File: src/rtl/conv_pacer_pkg.sv
package conv_pacer_pkg;
  localparam logic [1:0] SEL_EXT_PACER = 2'b10;
  localparam logic [1:0] SEL_INT_PACER = 2'b11;

  typedef struct packed {
    logic swStart;
    logic pacedStart;
    logic stopNow;
  } pacerStrobes_t;
endpackage

File: src/rtl/conv_pacer_sync.sv
module conv_pacer_sync #(
  parameter int WIDTH  = 2,
  parameter int STAGES = 2
) (
  input  logic             clk,
  input  logic             rstN,
  input  logic [WIDTH-1:0] asyncIn,
  output logic [WIDTH-1:0] riseOut
);
  for (genvar b = 0; b < WIDTH; b++) begin : g_bit
    logic [STAGES-1:0] chain;
    logic              prev;
    always_ff @(posedge clk or negedge rstN) begin
      if (!rstN) begin
        chain <= '0;
        prev  <= 1'b0;
      end else begin
        chain <= {chain[STAGES-2:0], asyncIn[b]};
        prev  <= chain[STAGES-1];
      end
    end
    assign riseOut[b] = chain[STAGES-1] & ~prev;
  end
endmodule

File: src/rtl/conv_pacer_ctrl.sv
module conv_pacer_ctrl
  import conv_pacer_pkg::*;
#(
  parameter int SYNC_STAGES = 2
) (
  input  logic          clk,
  input  logic          rstN,
  input  logic          dataWrStb,
  input  logic          ctrlWrStb,
  input  logic          doutWrStb,
  input  logic [1:0]    trigSel,
  input  logic          pacerTick,
  input  logic          extPacerPin,
  input  logic          extTrigPin,
  output pacerStrobes_t strb,
  output logic          trigLatched,
  output logic          pacingActive
);
  logic [1:0] pinRise;
  logic       hostArmed;
  logic       trigLatch;
  logic       pacedEvent;

  conv_pacer_sync #(.WIDTH(2), .STAGES(SYNC_STAGES)) sync_i (
    .clk     (clk),
    .rstN    (rstN),
    .asyncIn ({extTrigPin, extPacerPin}),
    .riseOut (pinRise)
  );

  always_ff @(posedge clk or negedge rstN) begin
    if (!rstN) begin
      hostArmed <= 1'b0;
      trigLatch <= 1'b0;
    end else begin
      if (ctrlWrStb)                    hostArmed <= 1'b0;
      else if (dataWrStb && trigSel[1]) hostArmed <= 1'b1;
      if (doutWrStb)       trigLatch <= 1'b0;
      else if (pinRise[1]) trigLatch <= 1'b1;
    end
  end

  always_comb begin
    pacingActive = trigSel[1] && (hostArmed || trigLatch);
    unique case (trigSel)
      SEL_INT_PACER: pacedEvent = pacerTick;
      SEL_EXT_PACER: pacedEvent = pinRise[0];
      default:       pacedEvent = 1'b0;
    endcase
    strb.swStart    = dataWrStb && !trigSel[1];
    strb.pacedStart = pacingActive && pacedEvent;
    strb.stopNow    = ctrlWrStb;
  end

  assign trigLatched = trigLatch;
endmodule

File: src/rtl/conv_pacer_dp.sv
module conv_pacer_dp
  import conv_pacer_pkg::*;
#(
  parameter int DELAY_PULSES = 3,
  parameter int MISS_W       = 8
) (
  input  logic              clk,
  input  logic              rstN,
  input  pacerStrobes_t     strb,
  input  logic              usTick,
  input  logic              burstEn,
  input  logic              burstDone,
  output logic              convStb,
  output logic              fifoWrStb,
  output logic              eocBusy,
  output logic [MISS_W-1:0] missCount
);
  localparam int CNT_W = $clog2(DELAY_PULSES + 1);
  localparam logic [CNT_W-1:0] LAST_PULSE = CNT_W'(DELAY_PULSES - 1);

  logic [CNT_W-1:0] pulseCnt;
  logic             busy;

  always_ff @(posedge clk or negedge rstN) begin
    if (!rstN) begin
      busy      <= 1'b0;
      pulseCnt  <= '0;
      convStb   <= 1'b0;
      fifoWrStb <= 1'b0;
    end else begin
      convStb   <= 1'b0;
      fifoWrStb <= 1'b0;
      if (strb.stopNow) begin
        busy     <= 1'b0;
        pulseCnt <= '0;
      end else if (busy) begin
        if (usTick) begin
          if (pulseCnt == '0) convStb <= 1'b1;
          if (pulseCnt == LAST_PULSE) begin
            fifoWrStb <= 1'b1;
            pulseCnt  <= '0;
            busy      <= burstEn && !burstDone;
          end else begin
            pulseCnt <= pulseCnt + 1'b1;
          end
        end
      end else if (strb.swStart || strb.pacedStart) begin
        busy     <= 1'b1;
        pulseCnt <= '0;
      end
    end
  end

  always_ff @(posedge clk or negedge rstN) begin
    if (!rstN) begin
      missCount <= '0;
    end else if (strb.pacedStart && busy && !strb.stopNow && missCount != '1) begin
      missCount <= missCount + 1'b1;
    end
  end

  assign eocBusy = busy;
endmodule

File: src/rtl/conv_pacer_top.sv
module conv_pacer_top
  import conv_pacer_pkg::*;
#(
  parameter int DELAY_PULSES = 3,
  parameter int MISS_W       = 8,
  parameter int SYNC_STAGES  = 2
) (
  input  logic              clk,
  input  logic              rstN,
  input  logic              dataWrStb,
  input  logic              ctrlWrStb,
  input  logic              doutWrStb,
  input  logic [1:0]        trigSel,
  input  logic              usTick,
  input  logic              pacerTick,
  input  logic              extPacerPin,
  input  logic              extTrigPin,
  input  logic              burstEn,
  input  logic              burstDone,
  output logic              convStb,
  output logic              fifoWrStb,
  output logic              eocBusy,
  output logic              trigLatched,
  output logic              pacingActive,
  output logic [MISS_W-1:0] missCount
);
  pacerStrobes_t strb;

  conv_pacer_ctrl #(.SYNC_STAGES(SYNC_STAGES)) ctrl_i (
    .clk          (clk),
    .rstN         (rstN),
    .dataWrStb    (dataWrStb),
    .ctrlWrStb    (ctrlWrStb),
    .doutWrStb    (doutWrStb),
    .trigSel      (trigSel),
    .pacerTick    (pacerTick),
    .extPacerPin  (extPacerPin),
    .extTrigPin   (extTrigPin),
    .strb         (strb),
    .trigLatched  (trigLatched),
    .pacingActive (pacingActive)
  );

  conv_pacer_dp #(.DELAY_PULSES(DELAY_PULSES), .MISS_W(MISS_W)) dp_i (
    .clk       (clk),
    .rstN      (rstN),
    .strb      (strb),
    .usTick    (usTick),
    .burstEn   (burstEn),
    .burstDone (burstDone),
    .convStb   (convStb),
    .fifoWrStb (fifoWrStb),
    .eocBusy   (eocBusy),
    .missCount (missCount)
  );
endmodule

File: config.mk
export PLATFORM = sky130hd
export DESIGN_NAME = conv_pacer_top
export DESIGN_NICKNAME = d
export VERILOG_FILES = /design/src/rtl/conv_pacer_pkg.sv /design/src/rtl/conv_pacer_sync.sv /design/src/rtl/conv_pacer_ctrl.sv /design/src/rtl/conv_pacer_dp.sv /design/src/rtl/conv_pacer_top.sv
export SDC_FILE = /design/constraint.sdc
export NUM_CORES = 1
export LEC_CHECK = 0
export ABC_CLOCK_PERIOD_IN_PS = 1600
export BUFFER_PORTS_ARGS = -buffer_cell sky130_fd_sc_hd__buf_2
export CAP_MARGIN = 25
export CORE_MARGIN = 2
export CORE_UTILIZATION = 45
export CTS_CLUSTER_SIZE = 20
export DETAILED_ROUTE_END_ITERATION = 10
export GPL_TIMING_DRIVEN = 0
export PLACE_DENSITY_LB_ADDON = 0.1
export SLEW_MARGIN = 10
export SYNTH_ARGS = -nofsm -noshare
export SYNTH_HDL_FRONTEND = slang
export SYNTH_HIERARCHICAL = 1
export SYNTH_SLANG_ARGS = --single-unit
File: constraint.sdc
create_clock -name clk -period 1.6 [get_ports clk]
set_input_delay 0.32 -clock clk [delete_from_list [all_inputs] [get_ports clk]]
set_output_delay 0.32 -clock clk [all_outputs]
set_load 0.005 [all_outputs]
==> metrics.cfg <==
[logic_synthesis]
syn_avg_cell_area_um2=12.35
synth_compound_area_share_pct=7.297
synth-simple-area-share_pct=24.19
synth_seq_area_share_pct=56.76
synthAdderAreaFrac_pct=1.351
synth_ff_type=dfrtp_1
synth-seq-cells=21
synthMuxAreaShare_pct=6.757
synth_edf_count=0
synth_top_family_by_area=simple AND/OR/NAND/NOR gates
yosys_warnings=6
netlist_area_um2=925.9
synth_xor_area_share_pct=2.838
synthArstFlopShare_pct=100.0
synth_nets=89
netlist_instances=75
yosysUniqueCellTypes=31

[clocking]
root_buffer=clkbuf_4
path_clk_slew_ps=110
cts_setup_buffers=0
cts_tree=yes
clk-insertion-delay-late_ps=290
numClockSinks=21
h-tree-depth=1
cts_max_path_buffers=2
cts-buffers-inserted=3

[pwr]
leakagePower_nw=0.5553
pwr-share-comb_pct=11.9
vdd.ir_drop.worst_mv=0.5506
power.density_nw_per_um2=824.4
switchingPower_mw=0.2282
p_total_mw=0.9438
p_int_mw=0.7156
p_sw_share_pct=24.18
p_clk_share_pct=25.6
p_seq_share_pct=62.4

[worst_setup_path]
cp-end-kind=flip-flop
startpoint_type=flip-flop
required_ps=1790
setup.worst_path.class=flip-flop to flip-flop
path_max_fanout=6
cp.arrival_ps=1700

[layout]
area.sequential_um2=525.5
fin_nets=120
drive_above_1_share_pct=41.90
antenna_cells_inserted=0
multi_input_area_um2=415.4
final_area_um2=1145
area_delta_synth_final_pct=23.65
layout_common_cells=buf_2 (25), dfrtp_1 (21), a21oi_1 (5)
instances_no_fill=132
fill_cells=191
final_common_cell=buf_2

[timing]
tns_ps=0
worstMarginPinSlew_ps=452.1
hold_viol=0
slew-limit-headroom_pct=69.86
setup_viol=0
clock_skew_ps=5.150
fmax_mhz=661.2
period_needed_ps=1512
drv_slew=0
rsz0062_at_grt=no
timing.final.crit_share_pct=94.52

[global_routing]
grt_max_degree=22
grt_pass1_wl_um=2780
grt_pass1_vias=625
antenna_found_initial=0
overflow=0
grt_usage_pct=15.18

[floorplanning]
top_level_ports=26
die_h_um=49.36
coreArea_um2=1942
die_w_um=49.36
start_util_pct=47.68
dieArea_um2=2436
rows=16

[placement]
placed_cells=127
portBuffers=25
placed_cell_area_um2=1085
dpl.hpwl_um=1121
gp_congestion=0.7588

[routing]
ant_nets=0
firstDrtPassIters=4
drt_iter0_drc=4
routed-via-count=671
via_per_inst=5.083
drt_wl_total_um=1534
wl_per_cell_um=11.62
drc_errors=0

[status]
status=complete, no violations

[job]
maxCapViolCount=0

[hold_path]
worstHoldPathType=input pin to flip-flop

[power by group through the flow]
| stage | logic (mW) | clock network (mW) | registers (mW) |
|---|---|---|---|
| 2_1_floorplan | 0.0517 | 0 | 0.598 |
| 3_3_place_gp | 0.106 | 0 | 0.599 |
| 3_5_place_dp | 0.108 | 0 | 0.600 |
| 4_1_cts | 0.112 | 0.256 | 0.590 |
| 5_1_grt | 0.127 | 0.286 | 0.595 |
| 6_report | 0.112 | 0.242 | 0.589 |
[registers in the layout, indices dropped and copies added, names as in the netlist]
signal                     count
dp_i/pulseCnt                  2
ctrl_i/sync_i/g_bit.prev       2
dp_i/fifoWrStb                 1
ctrl_i/sync_i/g_bit.chain      4
ctrl_i/hostArmed               1
dp_i/convStb                   1
dp_i/eocBusy                   1
dp_i/missCount                 8
ctrl_i/trigLatched             1
[final timing paths]
path / startpoint / to / slack, ps / cells after the start
worst max-delay path: ctrl_i/sync_i/g_bit[0].chain[1] / dp_i/missCount[1] / 90 / 6
worst min-delay path: extPacerPin / ctrl_i/sync_i/g_bit[0].chain[0] / 130 / 1
worst max register to register: ctrl_i/sync_i/g_bit[0].chain[1] / dp_i/missCount[1] / 90 / 6
worst min register to register: ctrl_i/sync_i/g_bit[0].chain[0] / ctrl_i/sync_i/g_bit[0].chain[1] / 360 / 0
max in group asynchronous: rstN / ctrl_i/hostArmed / 790 / 2
min in group asynchronous: rstN / dp_i/pulseCnt[1] / 500 / 2
[metal layers]
metal	up-vias	wire length, um	GRT usage [%]
li1	329	-	-
met1	319	702	19.47
met2	23	743	24.77
met3	0	88	2.761
met4	0	0	7.143
met5	-	0	0
[kinds of logic (layout without fill, tap and decap cells)]
family,count (synthesis),in the layout
AO/OA/AOI/OAI,11,11
XOR/XNOR,3,3
adder cells (fa/ha/maj),1,1
buffers and inverters,1,31
flip-flops,21,21
multiplexers,5,5
AND/OR/NAND/NOR,33,33
[cell type report]
cell class                 instances  area share (%)
sequential                        21           45.90
clock inverter                     1          0.4372
clock buffer                       3           1.967
tap                               27           2.951
timing repair buffer              26           11.80
buffer                             1          0.6557
multi-input combinational         53           36.28
[what timing repair did]
action / in CTS / in global routing
cloned: 0 / 0
pin swaps: 0 / 1
hold buffers: 1 / 0
hold endpoints to repair: 21 / 0
resized for setup: 1 / 3
setup endpoints to repair: 1 / 5
[stage by stage]
step / setup WS (ps) / hold WS [ps] / utilization, %
5_1_grt: 8.459 / 94.03 / 58.96
2_1_floorplan: 114.6 / 24.41 / -
6_report: 87.64 / 125.1 / 58.96
3_3_place_gp: 25.47 / 297.3 / 55.86
4_1_cts: 23.51 / 110.7 / 57.99
3_5_place_dp: 18.89 / 301.5 / 55.86
[synth_stat cells, types with 2 or more instances]
cell type   n  area share [%]
a21oi_1     5             2.7
and3_1      3             2.0
dfrtp_1    21              57
mux2_2      2             2.4
mux2_4      2             3.2
nand2_1     4             1.6
nand3_1     2             1.1
nor2_1      4             1.6
nor2b_1     2             1.4
nor2b_4     3             4.5
nor3_1      3             1.6
nor4b_1     2             1.9
o21ai_0     2             1.1
xnor2_1     3             2.8
[critical path: stages, from the launching register on]
cell and delay, ps:
dfrtp_1 400, nor2b_4 130, mux2i_4 160, nor2b_4 60, and3b_2 250, o21ai_2 100
mux2_4 310
(Power assumes the default switching activity.)
